**src/rtl/aai_pkg.sv**
```systemverilog
package aai_pkg;

  localparam int ADDR_W = 24;
  localparam int WORD_W = 16;

  localparam logic [7:0] OP_WREN = 8'h06;
  localparam logic [7:0] OP_WRDI = 8'h04;
  localparam logic [7:0] OP_PROG = 8'hAD;
  localparam logic [7:0] OP_STAT = 8'h05;
  localparam logic [7:0] OP_RYON = 8'h70;
  localparam logic [7:0] OP_RYOFF = 8'h80;

  typedef enum logic [2:0] {
    FR_RYON, FR_WREN, FR_PROGA, FR_PROGD, FR_STAT, FR_WRDI, FR_RYOFF
  } frameT;

  typedef struct packed {
    logic csLow;
    logic csHigh;
    logic sendByte;
    logic loadJob;
    logic captureWord;
    logic decWord;
    logic clrPoll;
    logic incPoll;
    frameT frm;
    logic [2:0] byteIdx;
  } dpCtrlT;

  function automatic logic [2:0] frameBytes(input frameT f);
    case (f)
      FR_PROGA: return 3'd6;
      FR_PROGD: return 3'd3;
      FR_STAT:  return 3'd2;
      default:  return 3'd1;
    endcase
  endfunction

endpackage

```
**src/rtl/aai_datapath.sv**
```systemverilog
module aai_datapath
  import aai_pkg::*;
#(
  parameter int CNT_W = 16,
  parameter int POLL_W = 16
) (
  input  logic clk,
  input  logic rstN,
  input  dpCtrlT ctl,
  input  logic [ADDR_W-1:0] startAddr,
  input  logic [CNT_W-1:0] wordCount,
  input  logic [POLL_W-1:0] pollLimit,
  input  logic [WORD_W-1:0] wordData,
  input  logic miso,
  output logic sck,
  output logic csN,
  output logic mosi,
  output logic byteDone,
  output logic rxBusy,
  output logic wordsLeftZero,
  output logic pollExhausted
);

  localparam int BIT_W = 3;

  logic [ADDR_W-1:0] addrQ;
  logic [WORD_W-1:0] wordQ;
  logic [CNT_W-1:0] wordsLeft;
  logic [POLL_W-1:0] pollCnt, limitQ;
  logic [7:0] shReg, rxReg, txByte;
  logic [BIT_W-1:0] bitCnt;
  logic phaseHigh, active;

  always_comb begin
    txByte = 8'h00;
    case (ctl.frm)
      FR_RYON:  txByte = OP_RYON;
      FR_WREN:  txByte = OP_WREN;
      FR_WRDI:  txByte = OP_WRDI;
      FR_RYOFF: txByte = OP_RYOFF;
      FR_STAT:  txByte = (ctl.byteIdx == 3'd0) ? OP_STAT : 8'h00;
      FR_PROGA:
        case (ctl.byteIdx)
          3'd0: txByte = OP_PROG;
          3'd1: txByte = addrQ[23:16];
          3'd2: txByte = addrQ[15:8];
          3'd3: txByte = addrQ[7:0];
          3'd4: txByte = wordQ[15:8];
          default: txByte = wordQ[7:0];
        endcase
      FR_PROGD:
        case (ctl.byteIdx)
          3'd0: txByte = OP_PROG;
          3'd1: txByte = wordQ[15:8];
          default: txByte = wordQ[7:0];
        endcase
      default: txByte = 8'h00;
    endcase
  end

  // job registers
  always_ff @(posedge clk or negedge rstN) begin
    if (!rstN) begin
      addrQ <= '0;
      wordQ <= '0;
      wordsLeft <= '0;
      limitQ <= '0;
      pollCnt <= '0;
    end else begin
      if (ctl.loadJob) begin
        addrQ <= startAddr;
        wordsLeft <= wordCount;
        limitQ <= pollLimit;
      end
      if (ctl.captureWord) wordQ <= wordData;
      if (ctl.decWord) wordsLeft <= wordsLeft - CNT_W'(1);
      if (ctl.clrPoll) pollCnt <= '0;
      else if (ctl.incPoll) pollCnt <= pollCnt + POLL_W'(1);
    end
  end

  // byte shifter, mode 0, two system clocks per SCK period
  always_ff @(posedge clk or negedge rstN) begin
    if (!rstN) begin
      shReg <= '0;
      rxReg <= '0;
      bitCnt <= '0;
      phaseHigh <= 1'b0;
      active <= 1'b0;
      sck <= 1'b0;
      byteDone <= 1'b0;
    end else begin
      byteDone <= 1'b0;
      if (ctl.sendByte) begin
        shReg <= txByte;
        active <= 1'b1;
        bitCnt <= '0;
        phaseHigh <= 1'b0;
      end else if (active) begin
        if (!phaseHigh) begin
          sck <= 1'b1;
          rxReg <= {rxReg[6:0], miso};
          phaseHigh <= 1'b1;
        end else begin
          sck <= 1'b0;
          phaseHigh <= 1'b0;
          if (bitCnt == BIT_W'(7)) begin
            active <= 1'b0;
            byteDone <= 1'b1;
          end else begin
            bitCnt <= bitCnt + BIT_W'(1);
            shReg <= {shReg[6:0], 1'b0};
          end
        end
      end
    end
  end

  always_ff @(posedge clk or negedge rstN) begin
    if (!rstN) csN <= 1'b1;
    else if (ctl.csLow) csN <= 1'b0;
    else if (ctl.csHigh) csN <= 1'b1;
  end

  assign mosi = shReg[7];
  assign rxBusy = rxReg[0];
  assign wordsLeftZero = (wordsLeft == '0);
  assign pollExhausted = ({1'b0, pollCnt} + (POLL_W+1)'(1)) >= {1'b0, limitQ};

endmodule

```
**src/rtl/aai_control.sv**
```systemverilog
module aai_control
  import aai_pkg::*;
(
  input  logic clk,
  input  logic rstN,
  input  logic start,
  input  logic hwReady,
  input  logic addrOdd,
  input  logic countZero,
  input  logic wordValid,
  input  logic miso,
  input  logic byteDone,
  input  logic rxBusy,
  input  logic wordsLeftZero,
  input  logic pollExhausted,
  output dpCtrlT ctl,
  output logic wordReady,
  output logic busy,
  output logic done,
  output logic fail
);

  typedef enum logic [3:0] {
    ST_IDLE, ST_OPEN, ST_SEND, ST_WAITB, ST_CLOSE,
    ST_NEXT, ST_FETCH, ST_HWWAIT, ST_DONE
  } stateT;

  stateT state, stateN;
  frameT frm, frmN;
  logic [2:0] byteIdx, idxN;
  logic hwMode, hwN, firstWord, firstN, errQ, errN;

  always_comb begin
    ctl = '0;
    ctl.frm = frm;
    ctl.byteIdx = byteIdx;
    stateN = state;
    frmN = frm;
    idxN = byteIdx;
    hwN = hwMode;
    firstN = firstWord;
    errN = errQ;
    wordReady = 1'b0;
    case (state)
      ST_IDLE:
        if (start) begin
          if (addrOdd || countZero) begin
            errN = 1'b1;
            stateN = ST_DONE;
          end else begin
            ctl.loadJob = 1'b1;
            errN = 1'b0;
            hwN = hwReady;
            firstN = 1'b1;
            frmN = hwReady ? FR_RYON : FR_WREN;
            idxN = 3'd0;
            stateN = ST_OPEN;
          end
        end
      ST_OPEN: begin
        ctl.csLow = 1'b1;
        stateN = ST_SEND;
      end
      ST_SEND: begin
        ctl.sendByte = 1'b1;
        stateN = ST_WAITB;
      end
      ST_WAITB:
        if (byteDone) begin
          if (byteIdx == frameBytes(frm) - 3'd1) stateN = ST_CLOSE;
          else begin
            idxN = byteIdx + 3'd1;
            stateN = ST_SEND;
          end
        end
      ST_CLOSE: begin
        ctl.csHigh = 1'b1;
        stateN = ST_NEXT;
      end
      ST_NEXT: begin
        idxN = 3'd0;
        case (frm)
          FR_RYON: begin
            frmN = FR_WREN;
            stateN = ST_OPEN;
          end
          FR_WREN: stateN = ST_FETCH;
          FR_PROGA, FR_PROGD: begin
            ctl.decWord = 1'b1;
            ctl.clrPoll = 1'b1;
            if (hwMode) begin
              ctl.csLow = 1'b1;
              stateN = ST_HWWAIT;
            end else begin
              frmN = FR_STAT;
              stateN = ST_OPEN;
            end
          end
          FR_STAT:
            if (!rxBusy) begin
              if (wordsLeftZero) begin
                frmN = FR_WRDI;
                stateN = ST_OPEN;
              end else stateN = ST_FETCH;
            end else if (pollExhausted) begin
              errN = 1'b1;
              frmN = FR_WRDI;
              stateN = ST_OPEN;
            end else begin
              ctl.incPoll = 1'b1;
              stateN = ST_OPEN;
            end
          FR_WRDI:
            if (hwMode) begin
              frmN = FR_RYOFF;
              stateN = ST_OPEN;
            end else stateN = ST_DONE;
          default: stateN = ST_DONE;
        endcase
      end
      ST_FETCH: begin
        wordReady = 1'b1;
        if (wordValid) begin
          ctl.captureWord = 1'b1;
          frmN = firstWord ? FR_PROGA : FR_PROGD;
          firstN = 1'b0;
          idxN = 3'd0;
          stateN = ST_OPEN;
        end
      end
      ST_HWWAIT:
        if (miso) begin
          ctl.csHigh = 1'b1;
          if (wordsLeftZero) begin
            frmN = FR_WRDI;
            idxN = 3'd0;
            stateN = ST_OPEN;
          end else stateN = ST_FETCH;
        end else if (pollExhausted) begin
          ctl.csHigh = 1'b1;
          errN = 1'b1;
          frmN = FR_WRDI;
          idxN = 3'd0;
          stateN = ST_OPEN;
        end else ctl.incPoll = 1'b1;
      ST_DONE: stateN = ST_IDLE;
      default: stateN = ST_IDLE;
    endcase
  end

  always_ff @(posedge clk or negedge rstN) begin
    if (!rstN) begin
      state <= ST_IDLE;
      frm <= FR_WREN;
      byteIdx <= '0;
      hwMode <= 1'b0;
      firstWord <= 1'b0;
      errQ <= 1'b0;
    end else begin
      state <= stateN;
      frm <= frmN;
      byteIdx <= idxN;
      hwMode <= hwN;
      firstWord <= firstN;
      errQ <= errN;
    end
  end

  assign busy = (state != ST_IDLE);
  assign done = (state == ST_DONE);
  assign fail = done && errQ;

endmodule

```
**src/rtl/aai_word_prog.sv**
```systemverilog
module aai_word_prog
  import aai_pkg::*;
#(
  parameter int CNT_W = 16,
  parameter int POLL_W = 16
) (
  input  logic clk,
  input  logic rstN,
  input  logic start,
  input  logic [23:0] startAddr,
  input  logic [CNT_W-1:0] wordCount,
  input  logic hwReady,
  input  logic [POLL_W-1:0] pollLimit,
  input  logic [15:0] wordData,
  input  logic wordValid,
  output logic wordReady,
  output logic sck,
  output logic csN,
  output logic mosi,
  input  logic miso,
  output logic busy,
  output logic done,
  output logic fail
);

  dpCtrlT ctl;
  logic byteDone, rxBusy, wordsLeftZero, pollExhausted;

  aai_control i_ctrl (
    .clk(clk), .rstN(rstN), .start(start), .hwReady(hwReady),
    .addrOdd(startAddr[0]), .countZero(wordCount == '0),
    .wordValid(wordValid), .miso(miso), .byteDone(byteDone),
    .rxBusy(rxBusy), .wordsLeftZero(wordsLeftZero),
    .pollExhausted(pollExhausted), .ctl(ctl), .wordReady(wordReady),
    .busy(busy), .done(done), .fail(fail)
  );

  aai_datapath #(.CNT_W(CNT_W), .POLL_W(POLL_W)) i_dp (
    .clk(clk), .rstN(rstN), .ctl(ctl), .startAddr(startAddr),
    .wordCount(wordCount), .pollLimit(pollLimit), .wordData(wordData),
    .miso(miso), .sck(sck), .csN(csN), .mosi(mosi), .byteDone(byteDone),
    .rxBusy(rxBusy), .wordsLeftZero(wordsLeftZero),
    .pollExhausted(pollExhausted)
  );

endmodule

```
**config.mk**
```make
export PLATFORM = sky130hd
export DESIGN_NAME = aai_word_prog
export DESIGN_NICKNAME = d
export VERILOG_FILES = /design/src/rtl/aai_pkg.sv /design/src/rtl/aai_datapath.sv /design/src/rtl/aai_control.sv /design/src/rtl/aai_word_prog.sv
export SDC_FILE = /design/constraint.sdc
export NUM_CORES = 1
export LEC_CHECK = 0
export ABC_AREA = 1
export CORE_MARGIN = 3
export CORE_UTILIZATION = 45
export DETAILED_ROUTE_END_ITERATION = 16
export DONT_BUFFER_PORTS = 1
export SYNTH_ARGS = -nofsm -noshare
export SYNTH_HDL_FRONTEND = slang
export SYNTH_SLANG_ARGS = --single-unit
```
**constraint.sdc**
```tcl
create_clock -name clk -period 9.17 [get_ports clk]
set_clock_uncertainty 0.15 [all_clocks]
set_input_delay 0.4585 -clock clk [delete_from_list [all_inputs] [get_ports clk]]
set_output_delay 0.4585 -clock clk [all_outputs]
set_load 0.05 [all_outputs]
```
# == Word-level counts from Yosys, hierarchy flattened ==
# Cells that the tools add are included.
# totals
register_bits,118
latch_bits,0
ramBits,0
romBits,0
input_bits,78
output_inout_bits,7
word_cells,188
n_memories,0
# op_classes
addsub,6
n_mul,0
n_div,0
magnitude_cmp,1
n_eq_ne,34
shift,0
n_mux,98
bitwise,3
n_reduce_logical,27
# ops
op,count
3-bit two-way mux,28
16-bit two-way mux,4
8-bit case mux with 7 select lines,1
8-bit case mux with 5 select lines,1
1-bit two-way mux,39
16-bit logical NOT,2
8-bit two-way mux,4
4-bit case mux with 8 select lines,1
4-bit two-way mux,7
3-bit case mux with 4 select lines,2
4-bit case mux with 5 select lines,1
16-bit by 1-bit adder with 17-bit output (second input constant),1
17-bit by 16-bit >= comparator with 1-bit output,1
16-bit by 1-bit adder with 16-bit output (second input constant),1
4-bit by 3-bit equality test with 1-bit output (second input constant),4
8-bit case mux with 2 select lines,1
16-bit by 1-bit subtractor with 16-bit output (second input constant),1
3-bit equality test (second input constant),5
3-bit case mux with 5 select lines,1
2-bit != test (second input constant),7
3-bit by 2-bit equality test with 1-bit output (second input constant),4
2-bit nonzero test,6
3-bit by 2-bit != test with 1-bit output (second input constant),3
3-bit case mux with 3 select lines,1
other kinds (28),43

# == Depth between registers and ports, before layout ==
# Gate-level depths: netlist of run 1.
# depth
word_depth,9
mapped_depth,24
mapped_depth_nobuf,24

# == Cells and area by module ==
# From an unflattened synthesis of run 1, not the netlist that was laid out.
# unflattened
hier_cells,981
area_unflattened_um2,7144.4
# by_module_without_submodules
module,instances,cells_each,area_per_inst_um2,seq_area_each_um2
aai_datapath,1,751,5830.6,2628.8
aai_control,1,203,1209.9,326.6
aai_word_prog,1,27,103.8,0.0

# == Least setup slack after synthesis of run 1 ==
# No wires, ideal clock.
# synth_path
path_kind,register to register
start,reg i_dp.pollCnt[0]
end,reg i_dp.pollCnt[14]
setup_time_ns,0.130
arrival_ns,2.840
t_required_ns,8.890
setup_slack_ns,6.050
stages_incl_launch_ff,23
n_path_buf,2
synth_period_minus_slack_ns,3.120
cell_sequence,dfrtp_1 ha_1 nand2_1 nor2_2 nand2_1 nor2_1 nand3_1 o21ai_0 inv_1 ha_1 nand2_1 nor2_1 nand2_1 nor2_1 nor2_1 nor2_1 nor2_1 nand2_1 inv_1 o21ai_1 buf_2 buf_2 o22ai_1
# synth_between
elab_chain_len,7
elab_cells_between_ends,11
cone_classes,add/sub (2); order compare (1); mux (7); reduce/logical (1)
# synth_rtl
element,line,rtl
start: declaration,aai_datapath.sv:29,"logic [POLL_W-1:0] pollCnt, limitQ;"
start signal: assignment,aai_datapath.sv:78,else if (ctl.incPoll) pollCnt <= pollCnt + POLL_W'(1);
16-bit by 1-bit adder with 17-bit output,aai_datapath.sv:128,"assign pollExhausted = ({1'b0, pollCnt} + (POLL_W+1)'(1)) >= {1'b0, limitQ};"
17-bit by 16-bit >= comparator with 1-bit output,aai_datapath.sv:128,
1-bit two-way mux,"aai_control.sv:105, aai_control.sv:139",
1-bit two-way mux,aai_control.sv:100,if (!rxBusy) begin
1-bit two-way mux,aai_control.sv:82,case (frm)
1-bit case mux with 2 select lines,aai_control.sv:44,case (state)
2-bit nonzero test (no source line),-,
# Several ways; a longest one is shown, not always the timed one. The select of a mux whose other input is x is not followed.
# A chain may end at the register's enable or synchronous reset.

# == Worst setup path after layout of run 1 ==
# layout_path
start,reg i_dp.pollCnt[0]
end,reg i_dp.pollCnt[4]
# The elaborated chain is that of the path after synthesis.

==> impl_metrics.py, run 1 <==
metrics = {
    "outcome": {
        "outcome": "finished clean",
    },
    "hold_path": {
        "hp-class": "in2reg",
    },
    "timing": {
        "hold_violations": 0,
        "tns_ns": 0,
        "slew_viol_final": 0,
        "setup_slack_ns": 5.27,
        "fin_crit_sh": 0.426,
        "grt_setup_unrepaired": "no",
        "fmax_mhz": 256,
        "hold_slack_ns": 0.0147,
        "setup_viol": 0,
        "relSlewSlack": 0.278,
        "tightestPinTransition_ns": 1.08,
        "period_needed_ns": 3.90,
    },
    "pwr": {
        "power_density_nw_per_um2": 330,
        "peakVddDrop_mv": 0.161,
        "total_power_uw": 2570,
        "p_leak_uw": 0.00383,
    },
    "synthesis": {
        "synth_seq_cells": 118,
        "seq_area_frac_synth": 0.429,
        "syn_nets": 1023,
        "ys_async_sr_fraction": 1.00,
        "ys_warn_count": 0,
        "syn_area_per_cell_um2": 7.48,
        "synthesis.area_um2": 6880,
        "synthCells": 920,
        "synth-main-ff-cell": "dfrtp_1",
        "ys_types": 48,
        "synth-edff-count": 0,
    },
    "route": {
        "drc": 0,
        "first_pass_iters": 5,
        "num_vias": 5936,
        "via_per_inst": 5.23,
        "drt-initial-drc-count": 317,
        "ant_nets": 0,
        "totalWireLength_um": 17200,
        "wire_per_inst_um": 15.2,
    },
    "setup_path": {
        "crit_buf_inv": 3,
        "path_cells": "ha_1 > nand2_1 > nor2_2 > nand2_1 > nor2_1 > nand3_1 > xor2_1 > inv_1 > ha_1 > nand2_1 > nor2_1 > nand2_1 > nor2_1 > nor2_1 > nor2_1 > nor2_1 > nand2_1 > inv_1 > o21ai_1 > buf_4 > nand2_1 > nand3_1 > o21ai_0",
        "worst_ep_required_time_ns": 9.31,
        "start_kind": "register",
        "worstPathArrival_ns": 4.04,
        "crit_slowest_cell": "dfrtp_1",
        "cp_slowest_stage_delay_ns": 0.42,
        "end_kind": "register",
        "crit_family": "simple AND/OR/NAND/NOR gates",
        "crit_type": "reg2reg",
        "path_max_fanout": 20,
    },
    "cells_and_area": {
        "n_antenna_cell": 0,
        "register_area_um2": 2960,
        "area_growth_pct": 13.5,
        "fillers": 1449,
        "multi_input_area_um2": 3290,
        "finalNonFillerCells": 1134,
        "num-nets-final": 1040,
        "drive_above_1_share": 0.0695,
    },
    "placement": {
        "portBuffers": 0,
        "placedCellCount": 1084,
        "dp_hpwl_um": 12300,
        "routabilityCongestion": 0.876,
        "dp_slack_ns": 5.33,
    },
    "grt": {
        "grtUsageTotal": 0.218,
        "grt_pass1_vias": 5683,
        "grt_pass1_wl_um": 28600,
        "grt_max_degree": 119,
        "grt_antenna_before_repair": 0,
        "grt-ovfl-total": 0,
    },
    "cts": {
        "cts_root_buf": "clkbuf_16",
        "insertion_delay_ns": 0.43,
        "cts_max_level": 4,
        "clock_path_buffers": 2,
        "clk_pin_slew_ns": 0.06,
        "postCtsSetupBuffers": 0,
        "cts_tree": "done",
        "cts_buffers": 17,
        "cts_sinks": 118,
    },
    "floorplanning": {
        "die_h_um": 130,
        "coreArea_um2": 14800,
        "die_w_um": 130,
        "initial_core_util": 0.467,
        "dieArea_um2": 16800,
        "io_pins": 85,
        "num_rows": 44,
    },
    "flow_run": {
        "cap_violations": 0,
    },
}
[worst paths after layout]
kind / from / end / slack, ns / cells past startpoint
max: i_dp.pollCnt[0] / i_dp.pollCnt[4] / 5.27 / 23
min: pollLimit[12] / i_dp.limitQ[12] / 0.01 / 2
max reg2reg: i_dp.pollCnt[0] / i_dp.pollCnt[4] / 5.27 / 23
min reg2reg: i_dp.addrQ[0] / i_dp.addrQ[0] / 0.33 / 2
max in group asynchronous: rstN / i_ctrl.state[2] / 7.86 / 2
min in group asynchronous: rstN / i_ctrl.errQ / 0.54 / 2
[registers in the layout, indices dropped and copies added (netlist names), 3 cells and up]
| signal | flops |
|---|---|
| i_ctrl.byteIdx | 3 |
| i_ctrl.frm | 3 |
| i_ctrl.state | 4 |
| i_dp.addrQ | 24 |
| i_dp.bitCnt | 3 |
| i_dp.limitQ | 16 |
| i_dp.pollCnt | 16 |
| i_dp.shReg | 8 |
| i_dp.wordQ | 16 |
| i_dp.wordsLeft | 16 |
[placed cells by master, fill, tap and decap left out, types with 3 or more instances in the layout]
cell type      instances
nand2_1              222
inv_1                128
dfrtp_1              116
nor2_1                95
nand3_1               52
a21oi_1               46
o21ai_0               44
o21ai_1               34
ha_1                  25
o22ai_1               20
xor2_1                17
clkbuf_16             17
dlygate4sd3_1         17
nor3_1                13
inv_2                  9
o211ai_1               9
nand4_1                8
nor2_2                 6
clkinvlp_4             6
o31ai_1                4
buf_4                  4
or2_2                  3
nand3b_1               3
a31oi_1                3
o311ai_0               3
a22oi_1                3
a211oi_1               3
inv_6                  3
[what timing repair did]
item / 4_1_cts / 5_1_grt
hold endpoints to repair: 134 / 0
resized for setup: 0 / 0
hold buffers: 18 / 0
[cells by family (layout without fill, tap and decap cells)]
group	Yosys count	count (layout)	share of synthesized area
AOI/OAI and AO/OA	183	183	0.152
xor gates and xnor gates	18	18	0.0229
adders and majority gates	25	25	0.0454
buffers and inverters	161	191	0.0938
DFF	118	118	0.429
muxes	3	3	0.00473
and+or+nand+nor	412	412	0.251
[power by group]
part | switching, uW | internal, uW | total [uW]
Combinational | 714 | 322 | 1040
Sequential | 140 | 734 | 874
Clock | 256 | 408 | 664
[metrics by stage]
stage / utilization / cell area [um^2]
detailed placement: 0.476 / 7020
CTS: 0.529 / 7810
floorplan: - / 6880
finish: 0.529 / 7810
global placement: 0.476 / 7020
global route: 0.529 / 7810
[per-layer routing]
metal	part of all wire	GRT usage	vias up	routed length, um
met5	0	0	-	0
met4	0.018	0.0727	0	308
met3	0.061	0.0643	25	1050
met2	0.43	0.321	122	7370
met1	0.49	0.308	2747	8470
li1	-	-	3042	-
[final cells by class]
class                           instances  share of cell area
Multi-Input combinational cell        641               0.422
Sequential cell                       118               0.378
Inverter                              137              0.0658
Clock buffer                           18              0.0562
Tap cell                              184              0.0295
Timing Repair Buffer                   22              0.0292
Clock inverter                         14              0.0192
[cell usage after synthesis, drive strengths merged, types with 8 or more instances]
master / count / area, um^2
nor2: 103 / 425
nand3: 52 / 260
clkbuf: 10 / 37.5
nor3: 14 / 70.1
nand2: 224 / 851
o21ai: 79 / 399
o22ai: 20 / 125
nand4: 8 / 50.1
dfrtp: 116 / 2900
buf: 14 / 93.8
xor2: 17 / 149
inv: 137 / 514
ha: 25 / 313
a21oi: 46 / 230
o211ai: 9 / 67.6
Note: power is estimated with default switching activity, not from simulation.
==> run 2: changes to the inputs <==
clock period = 3.6 ns   (was 9.17 ns; I/O delays follow)
==> impl_metrics.py, run 2 (synthesis results as in run 1) <==
metrics = {
    "grt": {
        "grtUsageMet1": 0.326,
        "grtUsageTotal": 0.226,
        "grt-ovfl-total": 0,
        "grt_pass1_vias": 6092,
        "top_usage_layer": "met2",
        "grt_antenna_before_repair": 0,
        "grt_use_met2": 0.341,
        "grt_use_met3": 0.0573,
        "grt_pass1_wl_um": 30100,
        "grt_max_degree": 119,
    },
    "route": {
        "ant_nets": 0,
        "drc": 0,
        "drt-initial-drc-count": 451,
        "num_vias": 6226,
        "wire_per_inst_um": 15.4,
        "totalWireLength_um": 18400,
        "first_pass_iters": 5,
        "via_per_inst": 5.19,
    },
    "pwr": {
        "total_power_uw": 6760,
        "peakVddDrop_mv": 0.506,
        "power_density_nw_per_um2": 790,
        "p_leak_uw": 0.00415,
    },
    "cts": {
        "cts_root_buf": "clkbuf_16",
        "clock_path_buffers": 2,
        "cts_tree": "done",
        "cts_sinks": 118,
        "cts_max_level": 4,
        "cts_buffers": 17,
        "insertion_delay_ns": 0.42,
        "clk_pin_slew_ns": 0.06,
    },
    "floorplanning": {
        "dieArea_um2": 16800,
        "initial_core_util": 0.467,
        "die_h_um": 130,
        "num_rows": 44,
        "coreArea_um2": 14800,
        "io_pins": 85,
        "die_w_um": 130,
    },
    "hold_path": {
        "hp-class": "in2reg",
        "min_path_cells": 4,
    },
    "placement": {
        "routabilityCongestion": 0.864,
        "portBuffers": 0,
        "dp_slack_ns": -0.00370,
        "dp_hpwl_um": 12500,
    },
    "cells_and_area": {
        "n_antenna_cell": 0,
        "regMostFlops": "i_dp.addrQ",
        "most-common-layout-cells": "217 x nand2_1, 127 x inv_1, 116 x dfrtp_1",
        "num-nets-final": 1106,
        "largest_reg_flops": 24,
        "layout_commonest_cell": "nand2_1",
        "drive_above_1_share": 0.0876,
        "area_growth_pct": 24.2,
    },
    "setup_path": {
        "worst_ep_required_time_ns": 3.78,
        "worstPathArrival_ns": 3.52,
        "start_kind": "register",
        "crit_type": "reg2reg",
        "r2r_cells": 22,
        "path_max_fanout": 9,
        "end_kind": "register",
    },
    "flow_run": {
        "cap_violations": 0,
    },
    "timing": {
        "setup_slack_ns": 0.263,
        "tns_ns": 0,
        "hold_violations": 0,
        "slew_viol_final": 0,
        "fin_crit_sh": 0.927,
        "setup_viol": 0,
        "fmax_mhz": 300,
        "tightestPinTransition_ns": 0.849,
        "relSlewSlack": 0.431,
        "period_needed_ns": 3.34,
    },
    "outcome": {
        "outcome": "finished clean",
    },
}
## run 2: final timing paths
check / from / endpoint / slack (ns)
worst max-delay path: i_dp.pollCnt[0] / i_dp.pollCnt[10] / 0.26
worst min-delay path: wordValid / i_ctrl.state[3] / 0.02
worst max register to register: i_dp.pollCnt[0] / i_dp.pollCnt[10] / 0.26
worst min register to register: i_dp.addrQ[0] / i_dp.addrQ[0] / 0.33
max in group asynchronous: rstN / i_dp.wordQ[6] / 2.63
min in group asynchronous: rstN / i_dp.limitQ[11] / 0.23
## run 2: power by group
part	switching, uW	internal [uW]
Combinational	1850	888
Clock	655	1130
Sequential	366	1870
Total	2870	3890
## run 2: area by class of cell
| type | instances | area, um^2 |
|---|---|---|
| clock inverters | 13 | 170 |
| fillers | 1379 | 6200 |
| repair buffers | 87 | 862 |
| clock buffers | 19 | 453 |
| multi-input cells | 642 | 3370 |
| inverters | 137 | 514 |
| well taps | 184 | 230 |
| flip-flops and latches | 118 | 2960 |
## run 2: critical path: stages (launching register included)
cell and delay (ns):
dfrtp_1 0.41, ha_1 0.21, nand2_1 0.12, nor2_4 0.14
nand2_2 0.10, nor2_2 0.17, nand3_1 0.14, o21ai_0 0.16
o21ai_1 0.10, inv_1 0.07, ha_1 0.23, nand2_1 0.10
nor2_1 0.04, nand2_1 0.08, nor2_1 0.05, nor2_1 0.09
nor2_1 0.05, nor2_1 0.15, nand2_2 0.11, inv_2 0.10
o21ai_4 0.10, buf_4 0.20, o22ai_1 0.16
## run 2: timing repair
action                                  CTS  global route
cloned                                    0             3
endpoints found under the hold margin   196             0
buffers inserted                          0             3
resized for setup                         1            22
hold buffers                             75             0
endpoints found under the setup margin    4            25
pin swaps                                 0             3
## run 2: per-layer routing
metal,up-vias,share of wire
met1,2882,0.49
met4,0,0.012
li1,3169,-
met2,157,0.44
met3,18,0.055
met5,-,0
## run 2: per-stage QoR
stage,hold slack [ns],instances,util,instance area (um^2)
3_5_place_dp,-0.262,1087,0.478,7050
3_3_place_gp,-0.262,1087,0.478,7050
6_report,0.0238,1200,0.580,8550
4_1_cts,0.0105,1194,0.572,8440
2_1_floorplan,-0.266,920,-,6880
5_1_grt,0.0528,1200,0.580,8550
